File: src/rtl/sdi_steer_pkg.sv
package sdi_steer_pkg;

    // Slot numbering of one frame
    localparam int SLOT_NUM_W      = 4;
    localparam int TAG_VEC_W       = 2 ** SLOT_NUM_W;
    localparam int FIRST_DATA_SLOT = 1;
    localparam int LAST_DATA_SLOT  = 12;

    // Tag slot field: ready flag at the top, then one flag per data slot
    localparam int TAG_FIELD_W   = LAST_DATA_SLOT + 1;
    localparam int TAG_FIELD_LSB = 3;

    localparam logic [SLOT_NUM_W-1:0] SLOT_TAG   = 4'd0;
    localparam logic [SLOT_NUM_W-1:0] SLOT_PCM_L = 4'd3;
    localparam logic [SLOT_NUM_W-1:0] SLOT_PCM_R = 4'd4;
    localparam logic [SLOT_NUM_W-1:0] SLOT_MIC   = 4'd6;

    typedef logic [TAG_VEC_W-1:0] tag_vec_t;

    typedef struct packed {
        logic     ready;
        tag_vec_t valid;
    } tag_state_t;

endpackage

File: src/rtl/sdi_tag_capture.sv
module sdi_tag_capture
    import sdi_steer_pkg::*;
(
    input  logic                   clk,
    input  logic                   rst_n,
    input  logic                   tag_stb,
    input  logic [TAG_FIELD_W-1:0] tag_field,
    output logic                   ready_o,
    output tag_vec_t               valid_o
);

    tag_state_t st_d, st_q;

    always_comb begin
        st_d = st_q;
        if (tag_stb) begin
            st_d.ready = tag_field[TAG_FIELD_W-1];
            st_d.valid = '0;
            for (int s = FIRST_DATA_SLOT; s <= LAST_DATA_SLOT; s++) begin
                st_d.valid[s] = tag_field[TAG_FIELD_W-1-s];
            end
        end
    end

    always_ff @(posedge clk) begin
        if (!rst_n) st_q <= '0;
        else        st_q <= st_d;
    end

    assign ready_o = st_q.ready;
    assign valid_o = st_q.valid;

endmodule

File: src/rtl/sdi_cfg_latch.sv
module sdi_cfg_latch #(
    parameter int NUM_LINES = 3,
    parameter int NUM_PAIRS = 2,
    parameter int SEL_W     = 2,
    localparam int LSEL_W   = (NUM_LINES > 1) ? $clog2(NUM_LINES) : 1,
    localparam int CTL_W    = 1 + NUM_PAIRS * SEL_W
) (
    input  logic                          clk,
    input  logic                          rst_n,
    input  logic                          load,
    input  logic [CTL_W-1:0]              ctl_in,
    output logic                          steer_en_o,
    output logic [NUM_PAIRS*LSEL_W-1:0]   line_sel_o
);

    typedef struct packed {
        logic                        en;
        logic [NUM_PAIRS*LSEL_W-1:0] sel;
    } cfg_t;

    cfg_t cfg_d, cfg_q;

    always_comb begin
        logic [SEL_W-1:0] raw;
        cfg_d = cfg_q;
        raw   = '0;
        if (load) begin
            cfg_d.en = ctl_in[0];
            for (int p = 0; p < NUM_PAIRS; p++) begin
                raw = ctl_in[1 + p*SEL_W +: SEL_W];
                // out-of-range selects fall back to line 0
                if (int'(raw) >= NUM_LINES)
                    cfg_d.sel[p*LSEL_W +: LSEL_W] = '0;
                else
                    cfg_d.sel[p*LSEL_W +: LSEL_W] = LSEL_W'(raw);
            end
        end
    end

    always_ff @(posedge clk) begin
        if (!rst_n) cfg_q <= '0;
        else        cfg_q <= cfg_d;
    end

    assign steer_en_o = cfg_q.en;
    assign line_sel_o = cfg_q.sel;

endmodule

File: src/rtl/sdi_line_merge.sv
module sdi_line_merge
    import sdi_steer_pkg::*;
#(
    parameter int NUM_LINES = 3,
    parameter int SLOT_W    = 20
) (
    input  logic [NUM_LINES-1:0]           line_ready,
    input  logic [NUM_LINES*TAG_VEC_W-1:0] line_valid,
    input  logic [NUM_LINES*SLOT_W-1:0]    line_data,
    output logic [SLOT_W-1:0]              merged_data,
    output tag_vec_t                       merged_valid
);

    always_comb begin
        merged_data  = '0;
        merged_valid = '0;
        for (int l = 0; l < NUM_LINES; l++) begin
            if (line_ready[l]) begin
                merged_data  = merged_data  | line_data[l*SLOT_W +: SLOT_W];
                merged_valid = merged_valid | line_valid[l*TAG_VEC_W +: TAG_VEC_W];
            end
        end
    end

endmodule

File: src/rtl/sdi_pair_route.sv
module sdi_pair_route
    import sdi_steer_pkg::*;
#(
    parameter int NUM_LINES = 3,
    parameter int SLOT_W    = 20,
    parameter int PAIR_IDX  = 0,
    parameter int LSEL_W    = 2
) (
    input  logic                           clk,
    input  logic                           rst_n,
    input  logic                           slot_stb,
    input  logic [SLOT_NUM_W-1:0]          slot_num,
    input  logic                           steer_en,
    input  logic [LSEL_W-1:0]              line_sel,
    input  logic [NUM_LINES*SLOT_W-1:0]    line_data,
    input  logic [NUM_LINES*TAG_VEC_W-1:0] line_valid,
    input  logic [SLOT_W-1:0]              merged_data,
    input  tag_vec_t                       merged_valid,
    output logic                           pcm_stb,
    output logic                           pcm_right,
    output logic [SLOT_W-1:0]              pcm_data,
    output logic                           mic_stb,
    output logic [SLOT_W-1:0]              mic_data
);

    typedef struct packed {
        logic              pcm_stb;
        logic              pcm_right;
        logic [SLOT_W-1:0] pcm_data;
        logic              mic_stb;
        logic [SLOT_W-1:0] mic_data;
    } route_t;

    route_t st_d, st_q;

    logic [SLOT_W-1:0] src_data;
    tag_vec_t          src_valid;
    logic              active;
    logic              hit;

    always_comb begin
        if (steer_en) begin
            src_data  = line_data[int'(line_sel)*SLOT_W +: SLOT_W];
            src_valid = line_valid[int'(line_sel)*TAG_VEC_W +: TAG_VEC_W];
        end else begin
            src_data  = merged_data;
            src_valid = merged_valid;
        end
        active = steer_en || (PAIR_IDX == 0);
        hit    = slot_stb && active && src_valid[slot_num];
    end

    always_comb begin
        st_d = '0;
        if (hit && (slot_num == SLOT_PCM_L || slot_num == SLOT_PCM_R)) begin
            st_d.pcm_stb   = 1'b1;
            st_d.pcm_right = (slot_num == SLOT_PCM_R);
            st_d.pcm_data  = src_data;
        end
        if (hit && slot_num == SLOT_MIC) begin
            st_d.mic_stb  = 1'b1;
            st_d.mic_data = src_data;
        end
    end

    always_ff @(posedge clk) begin
        if (!rst_n) st_q <= '0;
        else        st_q <= st_d;
    end

    assign pcm_stb   = st_q.pcm_stb;
    assign pcm_right = st_q.pcm_right;
    assign pcm_data  = st_q.pcm_data;
    assign mic_stb   = st_q.mic_stb;
    assign mic_data  = st_q.mic_data;

endmodule

File: src/rtl/sdi_steer_top.sv
module sdi_steer_top
    import sdi_steer_pkg::*;
#(
    parameter int NUM_LINES = 3,
    parameter int NUM_PAIRS = 2,
    parameter int SLOT_W    = 20,
    parameter int SEL_W     = 2,
    localparam int LSEL_W   = (NUM_LINES > 1) ? $clog2(NUM_LINES) : 1,
    localparam int CTL_W    = 1 + NUM_PAIRS * SEL_W,
    localparam int NUM_CH   = 2 * NUM_PAIRS
) (
    input  logic                        clk,
    input  logic                        rst_n,
    input  logic [CTL_W-1:0]            steer_ctl,
    input  logic                        slot_stb,
    input  logic [SLOT_NUM_W-1:0]       slot_num,
    input  logic [NUM_LINES*SLOT_W-1:0] line_data,
    output logic [NUM_CH-1:0]           ch_stb,
    output logic [NUM_CH-1:0]           ch_right,
    output logic [NUM_CH*SLOT_W-1:0]    ch_data
);

    logic                           tag_stb;
    logic [NUM_LINES-1:0]           line_ready;
    logic [NUM_LINES*TAG_VEC_W-1:0] line_valid;
    logic                           steer_en_w;
    logic [NUM_PAIRS*LSEL_W-1:0]    line_sel_w;
    logic [SLOT_W-1:0]              merged_data;
    tag_vec_t                       merged_valid;

    assign tag_stb = slot_stb && (slot_num == SLOT_TAG);

    for (genvar l = 0; l < NUM_LINES; l++) begin : g_line
        sdi_tag_capture u_tag (
            .clk       (clk),
            .rst_n     (rst_n),
            .tag_stb   (tag_stb),
            .tag_field (line_data[l*SLOT_W + TAG_FIELD_LSB +: TAG_FIELD_W]),
            .ready_o   (line_ready[l]),
            .valid_o   (line_valid[l*TAG_VEC_W +: TAG_VEC_W])
        );
    end

    sdi_cfg_latch #(
        .NUM_LINES (NUM_LINES),
        .NUM_PAIRS (NUM_PAIRS),
        .SEL_W     (SEL_W)
    ) u_cfg (
        .clk        (clk),
        .rst_n      (rst_n),
        .load       (tag_stb),
        .ctl_in     (steer_ctl),
        .steer_en_o (steer_en_w),
        .line_sel_o (line_sel_w)
    );

    sdi_line_merge #(
        .NUM_LINES (NUM_LINES),
        .SLOT_W    (SLOT_W)
    ) u_merge (
        .line_ready   (line_ready),
        .line_valid   (line_valid),
        .line_data    (line_data),
        .merged_data  (merged_data),
        .merged_valid (merged_valid)
    );

    for (genvar p = 0; p < NUM_PAIRS; p++) begin : g_pair
        sdi_pair_route #(
            .NUM_LINES (NUM_LINES),
            .SLOT_W    (SLOT_W),
            .PAIR_IDX  (p),
            .LSEL_W    (LSEL_W)
        ) u_route (
            .clk          (clk),
            .rst_n        (rst_n),
            .slot_stb     (slot_stb),
            .slot_num     (slot_num),
            .steer_en     (steer_en_w),
            .line_sel     (line_sel_w[p*LSEL_W +: LSEL_W]),
            .line_data    (line_data),
            .line_valid   (line_valid),
            .merged_data  (merged_data),
            .merged_valid (merged_valid),
            .pcm_stb      (ch_stb[2*p]),
            .pcm_right    (ch_right[2*p]),
            .pcm_data     (ch_data[(2*p)*SLOT_W +: SLOT_W]),
            .mic_stb      (ch_stb[2*p+1]),
            .mic_data     (ch_data[(2*p+1)*SLOT_W +: SLOT_W])
        );
        assign ch_right[2*p+1] = 1'b0;
    end

endmodule

File: config.mk
export PLATFORM = sky130hd
export DESIGN_NAME = sdi_steer_top
export DESIGN_NICKNAME = d
export VERILOG_FILES = /design/src/rtl/sdi_steer_pkg.sv /design/src/rtl/sdi_tag_capture.sv /design/src/rtl/sdi_cfg_latch.sv /design/src/rtl/sdi_line_merge.sv /design/src/rtl/sdi_pair_route.sv /design/src/rtl/sdi_steer_top.sv
export SDC_FILE = /design/constraint.sdc
export NUM_CORES = 1
export LEC_CHECK = 0
export BUFFER_PORTS_ARGS = -buffer_cell sky130_fd_sc_hd__clkbuf_2
export CAP_MARGIN = 20
export CORE_MARGIN = 8
export CORE_UTILIZATION = 30
export CTS_BUF_LIST = sky130_fd_sc_hd__clkbuf_4 sky130_fd_sc_hd__clkbuf_8
export CTS_CLUSTER_DIAMETER = 150
export DETAILED_ROUTE_END_ITERATION = 6
export GPL_ROUTABILITY_DRIVEN = 0
export GPL_TIMING_DRIVEN = 1
export PLACE_DENSITY_LB_ADDON = 0.08
export SETUP_SLACK_MARGIN = 0.02
export SYNTH_ARGS = -nofsm -noshare
export SYNTH_HDL_FRONTEND = slang
export SYNTH_SLANG_ARGS = --single-unit
File: constraint.sdc
create_clock -name clk -period 2.5 [get_ports clk]
set_input_delay 0.5 -clock clk [delete_from_list [all_inputs] [get_ports clk]]
set_output_delay 0.5 -clock clk [all_outputs]
set_load 0.02 [all_outputs]
==> results of run 1 <==
sequential cells by signal (all words and copies together) (netlist names):
signal,flops
g_line.u_tag.ready_o,3
g_pair.u_route.pcm_right,2
g_pair.u_route.pcm_stb,2
g_pair.u_route.mic_stb,2
g_line.u_tag.valid_o,21
g_pair.u_route.pcm_data,40
g_pair.u_route.mic_data,40
u_cfg.line_sel_o,4
u_cfg.steer_en_o,1
kinds of logic after synthesis:
| family | synth area share [%] |
|---|---|
| compound gates | 21.6 |
| buf+inv | 6.65 |
| flops | 41.8 |
| mux | 10.4 |
| other cells | 0.0680 |
| simple gates | 19.5 |
layout by cell type (no fill, tap or decap), types with 12 or more instances in the layout:
| cell type | netlist | routed |
|---|---|---|
| a21boi_0 | 29 | 29 |
| a21oi_1 | 32 | 32 |
| a221o_1 | 12 | 12 |
| a22oi_1 | 25 | 25 |
| buf_4 | 8 | 27 |
| clkbuf_2 | 0 | 157 |
| clkbuf_8 | 0 | 21 |
| dfxtp_1 | 115 | 114 |
| mux2_2 | 25 | 25 |
| mux2i_1 | 28 | 28 |
| nand2_1 | 101 | 101 |
| nor2_1 | 31 | 31 |
| nor3_1 | 42 | 42 |
| nor3_2 | 19 | 19 |
| o21ai_0 | 13 | 13 |
critical path, stage by stage, from the launching register on:
cell     delay, ns
dfxtp_1       0.56
buf_4         0.43
mux2_2        0.51
a21oi_1       0.42
nor3_1        0.08
path summary, 6_finish.rpt:
path,endpoint,slack (ns)
max,g_pair[1].u_route.pcm_data[11],0.36
min,u_cfg.steer_en_o,0.29
max reg2reg,g_pair[1].u_route.pcm_data[11],0.36
min reg2reg,g_line[0].u_tag.valid_o[1],0.48
final cells by class:
type | instances | share of cell area [%]
Sequential cell | 115 | 33.2
Multi-Input combinational cell | 441 | 41.0
Clock buffer | 22 | 4.27
Inverter | 8 | 0.432
Timing Repair Buffer | 186 | 14.8
Clock inverter | 9 | 2.18
Tap cell | 229 | 4.13
layer usage:
layer	global-route usage [%]	wire length [um]	vias to the layer above
met5	0	0	-
met4	4.31	192	0
met3	6.21	1850	14
met2	29.6	9980	222
met1	23.5	9360	2578
li1	-	-	2546
stage by stage:
stage	cells	power, mW	area [sq um]
after floorplan	634	2.04	5520
after global placement	979	2.19	6500
after detailed placement	979	2.20	6500
after CTS	1010	4.17	6950
after global routing	1010	4.29	6950
final	1010	4.12	6950
synth_stat cells (all sizes together) (2+ instances only):
cell type / number
dfxtp: 115
a21o: 4
inv: 6
nand2: 101
nor2: 31
clkinv: 2
o211ai: 4
nor2b: 3
mux2: 26
a221oi: 11
o21ai: 14
nand2b: 3
a221o: 12
nor3: 61
a21oi: 32
o22ai: 11
nand3b: 6
buf: 32
a31o: 11
a22oi: 25
mux2i: 28
a21boi: 29
nand3: 7
clkbuf: 38
report_power, final:
part	total, mW	switching [mW]	internal, mW
clock	1.96	0.769	1.19
combinational	0.309	0.191	0.118
sequential	1.85	0.00914	1.84
==> summary.txt, run 1 <==
Worst setup path
  – CP required: 2.81 ns
  – CP arrival: 2.45 ns
  – Worst R2R Path Depth: 4
  – Crit-path max FO: 27
  – Reg-to-reg startpoint: u_cfg.steer_en_o
  – Worst Setup End Kind: register
  – CP Class: reg -> reg
  – Worst Setup SP: u_cfg.steer_en_o
  – Startpoint Class: register

STA
  – Final Setup Violations: 0
  – Setup TNS: 0 ns
  – Max-slew headroom: 63.5%
  – Tcrit/Tclk final: 85.5%
  – Fin Hold WS: 0.290 ns
  – Hold Vio Cnt, Final: 0
  – Final WS setup: 0.362 ns
  – Worst-Margin Slew: 0.547 ns
  – Min cycle time layout: 2.14 ns
  – Max Clk Rate: 0.468 GHz
  – Clock Skew: 0.0124 ns
  – Final slew viol count: 0
  – RSZ-0062 raised after global routing: no

Hold path
  – Hold Crit Start: steer_ctl[0]
  – Type of the tightest min-delay check: in -> reg
  – Hold path cells: 3

Floorplan
  – Die footprint: 0.0230 sq mm
  – FP Rows: between 40 and 50
  – Die height: ~150 um
  – Die width: 152 um
  – Core Region: 0.0180 sq mm
  – Initial Util: 30.6%
  – I/O Pins: 160

Synth
  – Top_reg_cell synth: dfxtp_1
  – Mapped Area: between 0.005 and 0.006 sq mm
  – Post-synth cell types: 51
  – Average size of a mapped cell: 8.71 sq um
  – Post-synth EDFFs: 0
  – Sequential area share after synthesis: 41.8%
  – Register bit total from synthesis: 115
  – Ys async rst share: 0%
  – Largest cells by area after synthesis: dfxtp_1 42%, nand2_1 6.9%, mux2_2 5.1%, mux2i_1 5.1%, a21boi_0 4.0%
  – Area leader, netlist: dfxtp_1
  – Synth warnings: 0
  – Mapped Cells: roughly 630
  – Share of the synthesized area in the top cell type: about two fifths

Cells and area
  – Area taken by multi-input logic gates: 0.00285 sq mm
  – Nets: 841
  – Share of cells above drive strength 1: between 30% and 40%
  – Final core occ: 38.5%
  – Ant. Diodes: 0
  – Storage cell area: 0.00230 sq mm
  – Area growth syn-to-layout: 26.0%
  – Fill count: 1,885

Clocking
  – Post_cts resized: 0
  – Htree depth: 4
  – Hold_buf cts: 0
  – Reg clk slew, reported paths: 0.07 ns
  – CTS Buf Count: 17
  – CTS tree: built
  – Clock sink total: 115
  – Root Buffer: clkbuf_8
  – Worst-Skew Late Latency: between 0.4 and 0.5 ns
  – Post-CTS Setup Inserts: 0
  – Clock buffer depth: 2

Global routing
  – Initial antenna violation count: 0
  – Vias in the first global route: between 5k and 6k
  – Largest net degree at the start of global routing: 28
  – Gr ovfl total: 0
  – GRT Total Usage: 18.4%
  – First-pass GRT wire length: 32,200 um

Run status
  – Status: completed

Pwr
  – Worst vdd ir: 0.000467 V
  – P_leak: 2.69 nW
  – Power density cells: 593 mW/mm^2

Drt
  – # DRC: 0
  – Total Wirelength: 21,400 um
  – Via density: 5.31
  – Antenna Nets Post-Route: 0
  – Via count: 5,360
  – Drt first pass iters: 7
  – Wire length per cell: around 21 um
  – Number of DRC markers in iteration 0: roughly 400

Placement
  – Port Buffers: 157
  – Dpl ws: 0.322 ns
  – Detailed placement HPWL: 15,900 um

Flow run
  – Max Cap Viol: 0
Note: power is estimated with default switching activity, not from simulation.
==> run 2: changes to the inputs <==
RECOVER_POWER = 100   (was not set)
==> summary.txt, run 2 (same netlist as run 1, synthesis figures left out) <==
Global routing
  – Largest net degree at the start of global routing: 28
  – Vias in the first global route: 5,409
  – Initial antenna violation count: 0
  – GRT Total Usage: a little under a fifth
  – First-pass GRT wire length: 32,200 um
  – Gr ovfl total: 0

Clocking
  – CTS tree: built
  – Root Buffer: clkbuf_8
  – Post-CTS Setup Inserts: 0
  – Clock sink total: 115
  – Hold_buf cts: 0
  – Clock buffer depth: 2
  – Reg clk slew, reported paths: 0.07 ns
  – CTS Buf Count: 17
  – Worst-Skew Late Latency: around 0.44 ns
  – Post_cts resized: 0
  – Htree depth: 4

STA
  – Max Clk Rate: 0.453 GHz
  – Worst-Margin Slew: 0.639 ns
  – Setup TNS: 0 ns
  – Fin Hold WS: 0.291 ns
  – Max-slew headroom: 57.4%
  – Clock Skew: between 0.01 and 0.015 ns
  – Final Setup Violations: 0
  – RSZ-0062 raised after global routing: no
  – Min cycle time layout: about 2.2 ns
  – Tcrit/Tclk final: 88.3%
  – Hold Vio Cnt, Final: 0
  – Final slew viol count: 0

Drt
  – Antenna Nets Post-Route: 0
  – # DRC: 0
  – Via density: about 5.3
  – Wire length per cell: 21.3 um
  – Number of DRC markers in iteration 0: between 400 and 500
  – Via count: 5,346
  – Drt first pass iters: 5
  – Total Wirelength: 21,500 um

Placement
  – Port Buffers: 157
  – Detailed placement HPWL: ~16,000 um
  – Cell Area, Placed: about 0.0065 sq mm

Worst setup path
  – Worst Setup End Kind: register
  – CP arrival: 2.51 ns
  – Crit-path max FO: 21
  – CP Class: reg -> reg
  – CP required: ~2.8 ns
  – Reg-to-reg startpoint: u_cfg.line_sel_o[2]
  – Startpoint Class: register
  – Worst path max stage delay: roughly 0.52 ns
  – Critical path's slowest cell: dfxtp_2
  – Crit-path cells: nor2b_1, clkbuf_2, a221o_1, nand4b_1, a31o_2, nor3_1
  – Worst Setup SP: u_cfg.line_sel_o[2]

Pwr
  – Power, Total: 4.11 mW
  – P_leak: 2.39 nW
  – Internal power: 3.15 mW
  – Worst vdd ir: 0.000467 V
  – Power density cells: 610 mW/mm^2
  – Comb pwr share: 7.3%
  – Net Switching: 0.962 mW
  – Reg power frac: 44.9%
  – Sw frac: 23.4%
  – Clk pwr share: 47.7%

Floorplan
  – FP Rows: a little under 50
  – Initial Util: 30.6%
  – Core Region: around 0.018 sq mm
  – Die footprint: 0.0230 sq mm
  – I/O Pins: 160
  – Die width: 152 um
  – Die height: 152 um

Cells and area
  – Leading cell type in the layout, fill and taps excluded: dfxtp_1
  – Nets: around 840
  – Design Area, Final: 0.00674 sq mm
  – Most frequent cells in the layout: 114 x dfxtp_1, 101 x nand2_1, 87 x clkbuf_1, 74 x clkbuf_2, 58 x nor3_1
  – Area growth syn-to-layout: 22.4%
  – Final core occ: 37.4%
  – Ant. Diodes: 0
  – Share of cells above drive strength 1: 21.9%

Flow run
  – Max Cap Viol: 0

Hold path
  – Hold Crit Start: steer_ctl[0]
  – Type of the tightest min-delay check: in -> reg

Run status
  – Status: completed
run 2: cell count changes in the layout (fill, tap and decap cells not counted):
cell / change
buf_4: -4
clkbuf_1: +87
clkbuf_2: -83
nor2b_1: +1
nor2b_2: -1
nor3_1: +16
nor3_2: -16
run 2: stage by stage:
| stage | worst slack (ns) | cells |
|---|---|---|
| floorplan | 0.553 | 634 |
| global placement | 0.332 | 979 |
| detailed placement | 0.322 | 979 |
| CTS | 0.356 | 1010 |
| global route | 0.143 | 1010 |
| finish | 0.294 | 1010 |
run 2: worst max-delay path, delay by kind of cell (launching register included):
| kind | cells | cell delay [ns] |
|---|---|---|
| flip-flops | 1 | 0.52 |
| buffers and inverters | 1 | 0.27 |
| AO/OA/AOI/OAI | 2 | 0.90 |
| AND/OR/NAND/NOR | 3 | 0.36 |
run 2: worst paths after layout:
path	slack (ns)	end	cells after the start
min reg2reg	0.48	g_line[0].u_tag.valid_o[1]	2
max	0.29	g_pair[1].u_route.pcm_data[6]	6
min	0.29	u_cfg.steer_en_o	3
max reg2reg	0.29	g_pair[1].u_route.pcm_data[6]	6
run 2: power by group through the flow:
stage / clock, mW / sequential (mW) / combinational [mW]
after floorplan: 0 / 1.88 / 0.157
after global placement: 0 / 1.89 / 0.301
after detailed placement: 0 / 1.89 / 0.308
after CTS: 2.01 / 1.85 / 0.309
after global routing: 2.11 / 1.85 / 0.326
final: 1.96 / 1.85 / 0.301
run 2: final cells by class:
class                      count  area (sq um)
clock buffer                  22           297
clock inverter                 9           151
fill                        1942         11300
inverter                       8          30.0
multi-input combinational    441          2770
sequential                   115          2300
tap                          229           287
timing repair buffer         186           910
run 2: layer usage:
metal | up-vias | global-route usage (%) | share of wire [%]
met3 | 17 | 6.21 | 8.4
met2 | 199 | 29.6 | 47
met4 | 0 | 4.31 | 0.80
met5 | - | 0 | 0
met1 | 2583 | 23.5 | 44
li1 | 2547 | - | -
==> run 3: changes to the inputs <==
GPL_ROUTABILITY_DRIVEN = not set   (was 0)
SYNTH_HIERARCHICAL = 1   (was not set)
==> summary.txt, run 3 <==
Clocking
  – Clock sink total: between 100 and 150
  – Reg clk slew, reported paths: 0.08 ns
  – Root Buffer: clkbuf_8
  – Worst-Skew Late Latency: 0.44 ns
  – CTS Buf Count: 17
  – Post-CTS Setup Inserts: 0
  – Hold_buf cts: 0
  – Htree depth: 4
  – CTS tree: built
  – Clock buffer depth: 2
  – Post_cts resized: 0

Cells and area
  – Leading cell type in the layout, fill and taps excluded: dfxtp_1
  – Nets: 863
  – Final Non-Filler Cells: 1,069
  – Storage cell area: 0.00230 sq mm
  – Fill count: 2,095
  – Ant. Diodes: 0
  – Most frequent cells in the layout: 114 x dfxtp_1, 86 x clkbuf_1, 78 x nor3_1, 75 x mux2i_1, 72 x clkbuf_2
  – Share of cells above drive strength 1: 18.3%
  – Area growth syn-to-layout: 18.2%
  – Final core occ: 36.3%
  – Area taken by multi-input logic gates: 0.00304 sq mm

Hold path
  – Hold path cells: 3
  – Hold Crit Start: steer_ctl[1]
  – Type of the tightest min-delay check: in -> reg
  – Worst hold endpoint: u_cfg/line_sel_o[0]

Floorplan
  – Die width: 158 um
  – Initial Util: 30.7%
  – Core Region: between 0.015 and 0.02 sq mm
  – I/O Pins: 160
  – FP Rows: 51
  – Die height: 158 um
  – Die footprint: 0.0248 sq mm

Worst setup path
  – CP Class: reg -> reg
  – Reg-to-reg startpoint: u_cfg/line_sel_o[3]
  – Worst Setup End Kind: register
  – Startpoint Class: register
  – Crit-path cells: mux2i_1, or2_1, a311o_1, a32o_1, buf_12, nor3_1
  – CP required: 2.85 ns
  – Cell family with most CP delay: flip-flops
  – Worst R2R Path Depth: 6
  – Crit-path max FO: between 40 and 50
  – Crit Reg-Reg Endpoint: g_pair[1].u_route/mic_data[17]
  – CP arrival: approximately 2.6 ns
  – Slack of the worst reg-to-reg path: 0.23 ns
  – Worst path max stage delay: 0.75 ns
  – CP bufs+invs: 1
  – Critical path's slowest cell: dfxtp_1

Pwr
  – Worst vdd ir: 0.000266 V
  – Comb pwr share: approximately 8.4%
  – Power density cells: 534 mW/mm^2
  – Sw frac: 26.9%
  – Net Switching: 1.02 mW
  – Clk pwr share: about 43%
  – Reg power frac: 48.7%
  – Internal power: 2.77 mW
  – P_leak: 2.43 nW
  – Power, Total: 3.79 mW

STA
  – Max Clk Rate: 0.441 GHz
  – Final Setup Violations: 0
  – Worst-Margin Slew: roughly 1 ns
  – Final slew viol count: 0
  – RSZ-0062 raised after global routing: no
  – Hold Vio Cnt, Final: 0
  – Final WS setup: about 0.23 ns
  – Clock Skew: approximately 0.014 ns
  – Tcrit/Tclk final: 90.6%
  – Setup TNS: 0 ns
  – Max-slew headroom: 31.5%
  – Min cycle time layout: 2.27 ns

Global routing
  – Largest net degree at the start of global routing: 57
  – GRT Total Usage: 17.5%
  – Gr ovfl total: 0
  – Initial antenna violation count: 0
  – Grt met2 use: 28.1%
  – Met1 GRT Util: 22.1%
  – Vias in the first global route: 5,571
  – First-pass GRT wire length: 32,700 um
  – Most Used Layer, Global Route: met2
  – Global Route met3 Usage: under 10%

Drt
  – Drt first pass iters: 7
  – Antenna Nets Post-Route: 0
  – Number of DRC markers in iteration 0: ~440
  – Total Wirelength: 22,100 um
  – Wire length per cell: 20.7 um
  – Via density: between 5 and 6
  – # DRC: 0
  – Via count: 5,636

Placement
  – Dpl ws: ~0.070 ns
  – Placer Congestion: roughly 0.84
  – Port Buffers: 157
  – Placed Instances: between 1k and 1.5k
  – Detailed placement HPWL: 16,500 um

Synth
  – Synth warnings: 6
  – Average size of a mapped cell: 9.15 sq um
  – Mapped Area: 0.00601 sq mm
  – Mapped Cells: 657

Run status
  – Status: completed

Flow run
  – Max Cap Viol: 0
==> run 3: changes by cell type in the layout (fill, tap and decap cells not counted), sizes merged, moves of 27 or more <==
cell / change
a21boi: -28
a21oi: -31
a222oi: +27
mux2i: +47
nand2: -42
nor2b: +27
o211ai: +38
o21ai: +28
==> run 3: metal layers <==
layer | share of wire (%) | vias up
li1 | - | 2653
met1 | 44 | 2697
met2 | 46 | 253
met3 | 7.7 | 33
met4 | 2.3 | 0
met5 | 0 | -
==> run 3: worst min-delay path: cells and delay by family <==
kind	cells	cell delay, ns
and+or+nand+nor	2	0.12
buffers and inverters	1	0.08
==> run 3: how the worst max path moves through the flow <==
| stage | end | slack [ns] | startpoint | cells past startpoint |
|---|---|---|---|---|
| final | g_pair[1].u_route/mic_data[17] | 0.23 | u_cfg/line_sel_o[3] | 6 |
| after floorplan | g_pair[0].u_route/mic_data[10] | 0.35 | g_line[0].u_tag/ready_o | 10 |
| after global routing | g_pair[1].u_route/mic_data[4] | 0.03 | u_cfg/line_sel_o[3] | 6 |
| after global placement | g_pair[0].u_route/pcm_right | 0.16 | slot_num[0] | 6 |
| after CTS | g_pair[1].u_route/pcm_data[8] | 0.22 | u_cfg/line_sel_o[3] | 6 |
| after detailed placement | g_pair[0].u_route/pcm_right | 0.07 | slot_num[0] | 6 |
==> run 3: power groups by stage <==
stage / Clock (mW) / Sequential (mW) / Combinational (mW)
finish: 1.63 / 1.85 / 0.318
detailed placement: 0 / 1.89 / 0.317
floorplan: 0 / 1.88 / 0.180
global route: 1.78 / 1.85 / 0.343
CTS: 1.70 / 1.85 / 0.318
global placement: 0 / 1.89 / 0.311
==> run 3: cell type report <==
cell class | count | share of cell area (%)
multi-input combinational | 439 | 42.8
sequential | 115 | 32.4
timing repair buffer | 189 | 13.2
tap | 265 | 4.67
clock buffer | 18 | 3.49
clock inverter | 14 | 1.81
inverter | 29 | 1.53
==> run 3: through the flow <==
step / cell area, sq um / hold slack, ns
floorplan: 6010 / 0.446
global placement: 6870 / 0.540
detailed placement: 6870 / 0.554
CTS: 7250 / 0.273
global route: 7100 / 0.291
finish: 7100 / 0.310
